`config.mk`:
```
export PLATFORM = sky130hd
export DESIGN_NAME = mdec_word_rx
export DESIGN_NICKNAME = d
export VERILOG_FILES = /design/src/rtl/mdec_pkg.sv /design/src/rtl/mdec_sync.sv /design/src/rtl/mdec_runlen.sv /design/src/rtl/mdec_shift.sv /design/src/rtl/mdec_word_rx.sv
export SDC_FILE = /design/constraint.sdc
export NUM_CORES = 1
export LEC_CHECK = 0
export BUFFER_PORTS_ARGS = -buffer_cell sky130_fd_sc_hd__buf_4
export CELL_PAD_IN_SITES_DETAIL_PLACEMENT = 0
export CELL_PAD_IN_SITES_GLOBAL_PLACEMENT = 1
export CORE_ASPECT_RATIO = 0.9
export CORE_MARGIN = 1
export CORE_UTILIZATION = 52
export CTS_BUF_LIST = sky130_fd_sc_hd__clkbuf_8 sky130_fd_sc_hd__clkbuf_16
export CTS_CLUSTER_DIAMETER = 50
export DETAILED_ROUTE_END_ITERATION = 7
export PLACE_DENSITY_LB_ADDON = 0.1
export SYNTH_ARGS = -nofsm -noshare
export SYNTH_HDL_FRONTEND = slang
export SYNTH_SLANG_ARGS = --single-unit
export TNS_END_PERCENT = 1
```
`constraint.sdc`:
```
create_clock -name clk -period 6.3 [get_ports clk]
set_input_delay 1.26 -clock clk [delete_from_list [all_inputs] [get_ports clk]]
set_output_delay 1.26 -clock clk [all_outputs]
set_load 0.02 [all_outputs]
```
`src/rtl/mdec_pkg.sv`:
```
package mdec_pkg;

    // Line symbol built from {positive rail, negative rail}
    typedef enum logic [1:0] {
        SYM_IDLE_N = 2'b00,
        SYM_LO     = 2'b01,
        SYM_HI     = 2'b10,
        SYM_IDLE_B = 2'b11
    } mdec_sym_e;

    typedef enum logic [1:0] {
        ST_HUNT,
        ST_SYNC_TAIL,
        ST_BITS
    } mdec_state_e;

    localparam int unsigned WORD_BITS = 16;

    function automatic logic sym_is_level(input mdec_sym_e s);
        return (s == SYM_LO) || (s == SYM_HI);
    endfunction

endpackage

```
`src/rtl/mdec_sync.sv`:
```
module mdec_sync #(
    parameter int unsigned W = 2
) (
    input  logic         clk,
    input  logic         rst_n,
    input  logic [W-1:0] d_i,
    output logic [W-1:0] q_o
);
    for (genvar g = 0; g < W; g++) begin : g_rail
        logic meta_q;
        logic safe_q;
        always_ff @(posedge clk or negedge rst_n) begin
            if (!rst_n) begin
                meta_q <= 1'b0;
                safe_q <= 1'b0;
            end else begin
                meta_q <= d_i[g];
                safe_q <= meta_q;
            end
        end
        assign q_o[g] = safe_q;
    end
endmodule

```
`src/rtl/mdec_runlen.sv`:
```
module mdec_runlen import mdec_pkg::*; #(
    parameter int unsigned RUN_W = 4
) (
    input  logic             clk,
    input  logic             rst_n,
    input  mdec_sym_e        sym_i,
    output mdec_sym_e        sym_d_o,
    output logic             flip_o,
    output logic [RUN_W-1:0] run_o
);
    localparam logic [RUN_W-1:0] RUN_SAT = '1;

    mdec_sym_e        prev_q;
    logic [RUN_W-1:0] cnt_q;

    assign flip_o  = (sym_i != prev_q);
    assign sym_d_o = prev_q;
    assign run_o   = cnt_q;

    always_ff @(posedge clk or negedge rst_n) begin
        if (!rst_n) begin
            prev_q <= SYM_IDLE_N;
            cnt_q  <= '0;
        end else begin
            prev_q <= sym_i;
            if (flip_o) begin
                cnt_q <= RUN_W'(1);
            end else if (cnt_q != RUN_SAT) begin
                cnt_q <= cnt_q + RUN_W'(1);
            end
        end
    end
endmodule

```
`src/rtl/mdec_shift.sv`:
```
module mdec_shift #(
    parameter int unsigned W = 16
) (
    input  logic         clk,
    input  logic         rst_n,
    input  logic         shift_en,
    input  logic         din,
    output logic [W-1:0] data_o
);
    always_ff @(posedge clk or negedge rst_n) begin
        if (!rst_n) begin
            data_o <= '0;
        end else if (shift_en) begin
            data_o <= {data_o[W-2:0], din};
        end
    end
endmodule

```
`src/rtl/mdec_word_rx.sv`:
```
module mdec_word_rx import mdec_pkg::*; #(
    parameter int unsigned SPB      = 8,
    parameter int unsigned SYNC_TOL = 1
) (
    input  logic                 clk,
    input  logic                 rst_n,
    input  logic                 rx_pos,
    input  logic                 rx_neg,
    output logic                 word_valid,
    output logic [WORD_BITS-1:0] word_data,
    output logic                 word_is_cmd,
    output logic                 word_par_err,
    output logic                 manch_err
);
    localparam int unsigned HALF_SYNC = (3 * SPB) / 2;
    localparam int unsigned Q1        = SPB / 4;
    localparam int unsigned Q3        = (3 * SPB) / 4;
    localparam int unsigned TICK_W    = $clog2(HALF_SYNC);
    localparam int unsigned RUN_W     = $clog2(HALF_SYNC + SYNC_TOL + 2);
    localparam int unsigned NBIT_W    = $clog2(WORD_BITS + 1);
    localparam int unsigned RUN_MIN   = HALF_SYNC - SYNC_TOL;
    localparam int unsigned RUN_MAX   = HALF_SYNC + SYNC_TOL;

    logic [1:0]           rails_s;
    mdec_sym_e            sym;
    mdec_sym_e            sym_d;
    logic                 flip;
    logic [RUN_W-1:0]     run_len;
    mdec_state_e          state_q, state_d;
    logic [TICK_W-1:0]    tick_q;
    logic [NBIT_W-1:0]    nbit_q;
    mdec_sym_e            h1_q;
    logic                 cmd_q;
    logic [WORD_BITS-1:0] shreg;

    mdec_sync #(.W(2)) u_sync (
        .clk   (clk),
        .rst_n (rst_n),
        .d_i   ({rx_pos, rx_neg}),
        .q_o   (rails_s)
    );

    assign sym = mdec_sym_e'(rails_s);

    mdec_runlen #(.RUN_W(RUN_W)) u_run (
        .clk     (clk),
        .rst_n   (rst_n),
        .sym_i   (sym),
        .sym_d_o (sym_d),
        .flip_o  (flip),
        .run_o   (run_len)
    );

    // ---------------- control decode ----------------
    logic      in_window, sync_seen, tail_bad, tail_end;
    logic      bit_eval, bit_bad, last_bit, word_done, at_q1;
    mdec_sym_e tail_level;

    assign in_window  = (run_len >= RUN_W'(RUN_MIN)) && (run_len <= RUN_W'(RUN_MAX));
    assign sync_seen  = (state_q == ST_HUNT) && flip && sym_is_level(sym_d)
                        && sym_is_level(sym) && in_window;
    assign tail_level = cmd_q ? SYM_LO : SYM_HI;
    assign tail_bad   = (state_q == ST_SYNC_TAIL) && (tick_q == TICK_W'(HALF_SYNC / 2))
                        && (sym != tail_level);
    assign tail_end   = (state_q == ST_SYNC_TAIL) && (tick_q == TICK_W'(HALF_SYNC - 1));
    assign at_q1      = (state_q == ST_BITS) && (tick_q == TICK_W'(Q1));
    assign bit_eval   = (state_q == ST_BITS) && (tick_q == TICK_W'(Q3));
    assign bit_bad    = !sym_is_level(h1_q) || !sym_is_level(sym) || (sym == h1_q);
    assign last_bit   = (nbit_q == NBIT_W'(WORD_BITS));
    assign word_done  = bit_eval && !bit_bad && last_bit;

    // ---------------- state register ----------------
    always_ff @(posedge clk or negedge rst_n) begin
        if (!rst_n) begin
            state_q <= ST_HUNT;
        end else begin
            state_q <= state_d;
        end
    end

    // ---------------- next state ----------------
    always_comb begin
        state_d = state_q;
        unique case (state_q)
            ST_HUNT: begin
                if (sync_seen) state_d = ST_SYNC_TAIL;
            end
            ST_SYNC_TAIL: begin
                if (tail_bad)      state_d = ST_HUNT;
                else if (tail_end) state_d = ST_BITS;
            end
            ST_BITS: begin
                if (bit_eval && (bit_bad || last_bit)) state_d = ST_HUNT;
            end
            default: state_d = ST_HUNT;
        endcase
    end

    // ---------------- timing counters and capture ----------------
    always_ff @(posedge clk or negedge rst_n) begin
        if (!rst_n) begin
            tick_q <= '0;
            nbit_q <= '0;
            h1_q   <= SYM_IDLE_N;
            cmd_q  <= 1'b0;
        end else begin
            if (sync_seen) begin
                tick_q <= TICK_W'(1);
                nbit_q <= '0;
                cmd_q  <= (sym_d == SYM_HI);
            end else if (state_q == ST_SYNC_TAIL) begin
                tick_q <= tail_end ? '0 : tick_q + TICK_W'(1);
            end else if (state_q == ST_BITS) begin
                tick_q <= (tick_q == TICK_W'(SPB - 1)) ? '0 : tick_q + TICK_W'(1);
                if (at_q1) h1_q <= sym;
                if (bit_eval && !bit_bad) nbit_q <= nbit_q + NBIT_W'(1);
            end
        end
    end

    mdec_shift #(.W(WORD_BITS)) u_shift (
        .clk      (clk),
        .rst_n    (rst_n),
        .shift_en (bit_eval && !bit_bad && !last_bit),
        .din      (h1_q == SYM_HI),
        .data_o   (shreg)
    );

    // ---------------- outputs ----------------
    always_ff @(posedge clk or negedge rst_n) begin
        if (!rst_n) begin
            word_valid   <= 1'b0;
            word_data    <= '0;
            word_is_cmd  <= 1'b0;
            word_par_err <= 1'b0;
            manch_err    <= 1'b0;
        end else begin
            word_valid   <= word_done;
            manch_err    <= bit_eval && bit_bad;
            word_par_err <= word_done && !((^shreg) ^ (h1_q == SYM_HI));
            if (word_done) begin
                word_data   <= shreg;
                word_is_cmd <= cmd_q;
            end
        end
    end

endmodule

```
# Word-level counts from Yosys, hierarchy flattened
# Index checks and enable logic that the tools add are counted.
[totals]
reg_bits = 60
input_bits = 4
wordCells = 99
[classes]
mux = 17
add_sub_neg = 3
n_bitwise = 3
n_eq_ne = 21
n_lt_le_gt_ge = 2
reduce_logical = 36
[op_table]
columns = ["operator", "n"]
rows = [
  ["$mux W4", 7],
  ["$mux W5", 4],
  ["$logic_and A1 B1 Y1", 16],
  ["$reduce_xor A16 Y1", 1],
  ["$mux W2", 5],
  ["$add A4 B1 Y4 const B", 2],
  ["$eq A2 B1 Y1 const B", 4],
  ["$eq A2 B2 Y1 const B", 4],
  ["$eq A4 B3 Y1 const B", 2],
  ["$logic_or A1 B1 Y1", 6],
  ["$pmux W2 S3", 1],
  ["$reduce_and A3 Y1", 2],
  ["$reduce_bool A2 Y1", 3],
  ["$add A5 B1 Y5 const B", 1],
  ["$eq A5 B5 Y1 const B", 1],
  ["$logic_not A1 Y1", 5],
  ["$eq A4 B2 Y1 const B", 1],
  ["$eq A4 B4 Y1 const B", 1],
  ["$ge A4 B4 Y1 const B", 1],
  ["$le A4 B4 Y1 const B", 1],
  ["$ne A2 B2 Y1", 2],
  ["$ne A2 B2 Y1 const B", 2],
  ["$ne A4 B4 Y1 const B", 1],
  ["$reduce_and A4 Y1", 1],
  ["7 further kinds", 8],
]

# Longest topological paths before layout
[logic_depth]
depth_word = 11
depth_mapped = 10

# Cells and area by module
# A second synthesis with hierarchy kept.
[unflattened]
hier_cells = 219
area_unflattened_um2 = 2907.8
[by_module_without_submodules]
columns = ["module", "seq_area_each_um2", "area_each_um2", "instances", "cells_each"]
rows = [
  ["mdec_word_rx", 850.8, 1864.3, 1, 156],
  ["mdec_shift", 400.4, 649.4, 1, 34],
  ["mdec_runlen", 150.1, 279.0, 1, 23],
  ["mdec_sync", 100.1, 115.1, 1, 6],
]

# Least setup slack after synthesis
# OpenSTA, ideal clock, no wires.
[synth_path]
path_kind = "flip-flop to flip-flop"
from = "register tick_q[0]"
to = "register word_data[10]"
arrival_ps = 2024
required_ps = 6175
path_buffers = 2
synth_period_minus_slack_ps = 2149
setup_ps = 125
slack_ps = 4151
path_stages_with_launch = 9
path_cell_list = "dfrtp_1 -> inv_1 -> ha_1 -> nand3b_4 -> or2_1 -> buf_6 -> nor4_4 -> buf_6 -> mux2_4"
[synth_between]
elab_chain_len = 4
[synth_lines]
columns = ["item", "line", "rtl"]
rows = [
  ["from (decl)", "mdec_word_rx.sv:30", "logic [TICK_W-1:0] tick_q;"],
  ["from (signal assigned)", "mdec_word_rx.sv:112", "tick_q <= tail_end ? '0 : tick_q + TICK_W'(1);"],
  ["from (signal assigned)", "mdec_word_rx.sv:114", "tick_q <= (tick_q == TICK_W'(SPB - 1)) ? '0 : tick_q + TICK_W'(1);"],
  ["$eq A4 B3 Y1", "mdec_word_rx.sv:67", "assign bit_eval = (state_q == ST_BITS) && (tick_q == TICK_W'(Q3));"],
  ["$logic_and A1 B1 Y1", "mdec_word_rx.sv:67", ""],
  ["$logic_and A1 B1 Y1 (2 in a row)", "mdec_word_rx.sv:70", "assign word_done = bit_eval && !bit_bad && last_bit;"],
  ["via word_done", "mdec_word_rx.sv:56", "logic bit_eval, bit_bad, last_bit, word_done, at_q1;"],
  ["to (signal assigned)", "mdec_word_rx.sv:142", "word_data <= shreg;"],
  ["to (decl)", "mdec_word_rx.sv:10", "output logic [WORD_BITS-1:0] word_data,"],
]
# The timed path passes the listed nets, and every way through them passes these cells.
# A chain may end at the register's enable or synchronous reset.

# Final worst setup path
[layout_path]
from = "register tick_q[0]"
to = "register u_shift.data_o[12]"
[layout_between]
elab_chain_len = 4
[layout_lines]
columns = ["item", "line", "rtl"]
rows = [
  ["$eq A4 B3 Y1", "mdec_word_rx.sv:67", ""],
  ["$logic_and A1 B1 Y1", "mdec_word_rx.sv:67", ""],
  ["$logic_and A1 B1 Y1 (2 in a row)", "mdec_word_rx.sv:124", ".shift_en (bit_eval && !bit_bad && !last_bit),"],
  ["to (signal assigned)", "mdec_shift.sv:14", "data_o <= {data_o[W-2:0], din};"],
  ["to (decl)", "mdec_shift.sv:8", "output logic [W-1:0] data_o"],
]
# No other way between the ends.

==> key figures <==
STA
  – Worst slew margin: 38.1%
  – Worst slew pin tran: 929 ps
  – RSZ-0062 raised after global routing: false
  – Clock skew: 4.21 ps
  – Crit path time final: 2510 ps
  – Final setup fails: 0
  – Hold Vio Cnt, Final: 0
  – Final period util: 39.9%
  – Fmax: 398 MHz
  – Worst setup margin: 3790 ps
  – Min Hold Slack: 364 ps
  – Slew Viols, Final: 0
  – Setup TNS: 0 ps

Logic synthesis
  – Synth top area share: 53.5%
  – Synth unique cells: 39
  – Ys async rst share: 100%
  – Cells after synthesis: 215
  – Synth Cell Area: 0.00281 sq mm
  – Synth area leaders: dfrtp_1 53%, mux2_2 11%, xnor2_1 6.2%, mux2_4 4.3%, ha_1 4.0%
  – Syn Nets: 228
  – Sequential share of the synthesized area: 53.5%
  – Flops & latches, synth: 60
  – Synthesized area per cell: 13.1 sq um
  – Cell taking the most area after synthesis: dfrtp_1
  – Top FF cell, synth: dfrtp_1
  – Syn. warnings: 0
  – Post-synth EDFFs: 0

Floorplan
  – Core area: 0.00501 sq mm
  – Die area: 0.00570 sq mm
  – Boundary Pins: 24
  – Rows: 24
  – Die Height: 71.7 microns
  – Die width: 79.4 microns
  – Initial Util: 56.0%

Placement
  – Instance area after placement: 0.00302 sq mm
  – GP Congestion: 0.873
  – Detail Placement HPWL: 3220 microns
  – Post-place setup slack: 3810 ps
  – Port Buffers: 23

Layout
  – Final Util: 63.9%
  – Most frequent cells in the layout: 60 x dfrtp_1, 27 x mux2_2, 24 x buf_4
  – Nets: 257
  – Ant diodes: 0
  – Design area: 0.00321 sq mm
  – Layout cells sized above 1: 31.2%
  – Layout area overhead: 14.2%
  – Commonest non-fill, non-tap cell in the layout: dfrtp_1

Setup path
  – Critical path destination: u_shift.data_o[12]$_DFFE_PN0P_
  – WP data required: 6510 ps
  – CP arrival: 2720 ps
  – Reg2reg end: u_shift.data_o[12]$_DFFE_PN0P_
  – CP top delay family: simple AND/OR/NAND/NOR gates
  – Kind of critical path: reg2reg
  – Crit end category: flop
  – Crit-path cells: inv_1 -> ha_1 -> nand3b_4 -> or2_1 -> nor3_4 -> and2_1 -> mux2_2
  – Startpoint types: flop
  – Worst Path Max Fanout: 16
  – Largest stage delay, worst path: 630 ps
  – Crit path from: tick_q[0]$_DFFE_PN0P_
  – Reg2reg path depth: 7
  – R2R Setup Slk: 3790 ps
  – CP max-delay cell: and2_1
  – Reg2reg start: tick_q[0]$_DFFE_PN0P_
  – Crit path buf inv count: 1
  – Cell depth of the worst setup path: 7

Route
  – Routed vias/inst: 5.39
  – Drt initial violations: 67
  – DRC: 0
  – Final WL: 4610 microns
  – Vias post-DR: 1681
  – TritonRoute pass-1 iters: 4
  – Wire per inst: 14.8 microns
  – ANT nets after route: 0

Clocking
  – CTS max path bufs: 2
  – Setup bufs post-CTS: 0
  – Worst-skew pair later-pin latency: 330 ps
  – Clock sinks: 60
  – CTS tree: yes
  – H-tree depth: 3
  – CTS buffer count: 9
  – # hold bufs at CTS: 0
  – CTS clk-pin slew, worst paths: 60 ps
  – Post_cts resized: 0
  – CTS Root Cell: clkbuf_8

Global routing
  – Tot GR Track Use: 19.3%
  – Vias in the first global route: 1722
  – Gr ovfl total: 0
  – First-pass GRT wire length: 8090 microns
  – Largest net degree at the start of global routing: 61
  – Initial antenna violation count: 0

Run
  – Total of max-cap violations: 0

Status
  – Outcome: finished, final reports clean

Pwr
  – PD cells: 236 mW/mm^2
  – Max VDD drop: 0.000139 V
  – P_leak: 1.61 nW

Hold path
  – HP Class: reg2reg
## Yosys cell counts (2+ instances only)
master and count:
dfrtp_1 60, buf_4 2, ha_1 9, mux2_4 8, nand2_1 5, nor3_1 3
xnor2_1 20, nor4_1 2, buf_6 3, xor2_1 2, nand2b_1 4, mux2_2 27
nor4b_1 2, a31oi_1 2, inv_1 9, nor2_1 16, mux2i_1 4, o22ai_1 2
a21oi_1 5, nand3_1 6, and2_1 3, o21ai_0 2, nor2b_1 3
## logic make-up (layout without fill, tap and decap cells)
| logic type | after synthesis | count (layout) | synth area share (%) |
|---|---|---|---|
| flops | 60 | 60 | 53.5 |
| simple gates | 53 | 53 | 11.5 |
| mux | 39 | 39 | 16.5 |
| xor+xnor | 23 | 23 | 7.67 |
| compound gates | 16 | 16 | 3.70 |
| buf+inv | 15 | 47 | 3.08 |
| fa+ha+maj | 9 | 9 | 4.01 |
## stage by stage
step,total power [W],instances
final,0.000756,312
after global routing,0.000789,312
after CTS,0.000768,312
after detailed placement,0.000433,298
after global placement,0.000431,298
after floorplan,0.000419,215
## final cells by class
class | instances | area, sq um
Multi-Input combinational cell | 140 | 1220
Sequential cell | 60 | 1500
Clock inverter | 3 | 38.8
Timing Repair Buffer | 24 | 180
Tap cell | 65 | 81.3
Fill cell | 365 | 1810
Inverter | 9 | 33.8
Clock buffer | 11 | 151
## per-layer routing
layer	GRT usage, %	share of wire, %
met2	30.3	48
met4	7.27	1.0
met3	6.50	4.4
met1	24.9	46
met5	0	0
## worst min path at each step
stage,startpoint,to,depth (start not counted)
2_1_floorplan,u_sync.g_rail[0].meta_q$_DFF_PN0_,u_sync.g_rail[0].safe_q$_DFF_PN0_,0
4_1_cts,u_sync.g_rail[1].meta_q$_DFF_PN0_,u_sync.g_rail[1].safe_q$_DFF_PN0_,0
3_3_place_gp,u_sync.g_rail[0].meta_q$_DFF_PN0_,u_sync.g_rail[0].safe_q$_DFF_PN0_,0
3_5_place_dp,u_sync.g_rail[0].meta_q$_DFF_PN0_,u_sync.g_rail[0].safe_q$_DFF_PN0_,0
5_1_grt,u_sync.g_rail[0].meta_q$_DFF_PN0_,u_sync.g_rail[0].safe_q$_DFF_PN0_,0
6_report,u_sync.g_rail[0].meta_q$_DFF_PN0_,u_sync.g_rail[0].safe_q$_DFF_PN0_,0
## where the power goes
| group | internal (W) | switching, W |
|---|---|---|
| clock network | 0.000198 | 0.000134 |
| registers | 0.000391 | 0.00000689 |
| logic | 0.00000965 | 0.0000175 |
## state kept, by name (all words and copies together), names as in the netlist
name / cells
word_par_err: 1
tick_q: 4
word_valid: 1
u_sync.g_rail.meta_q: 2
word_data: 16
h1_q: 2
u_sync.g_rail.safe_q: 2
u_run.run_o: 4
word_is_cmd: 1
cmd_q: 1
manch_err: 1
u_shift.data_o: 16
state_q: 2
nbit_q: 5
u_run.sym_d_o: 2
Power figures use the tool's default switching activity.
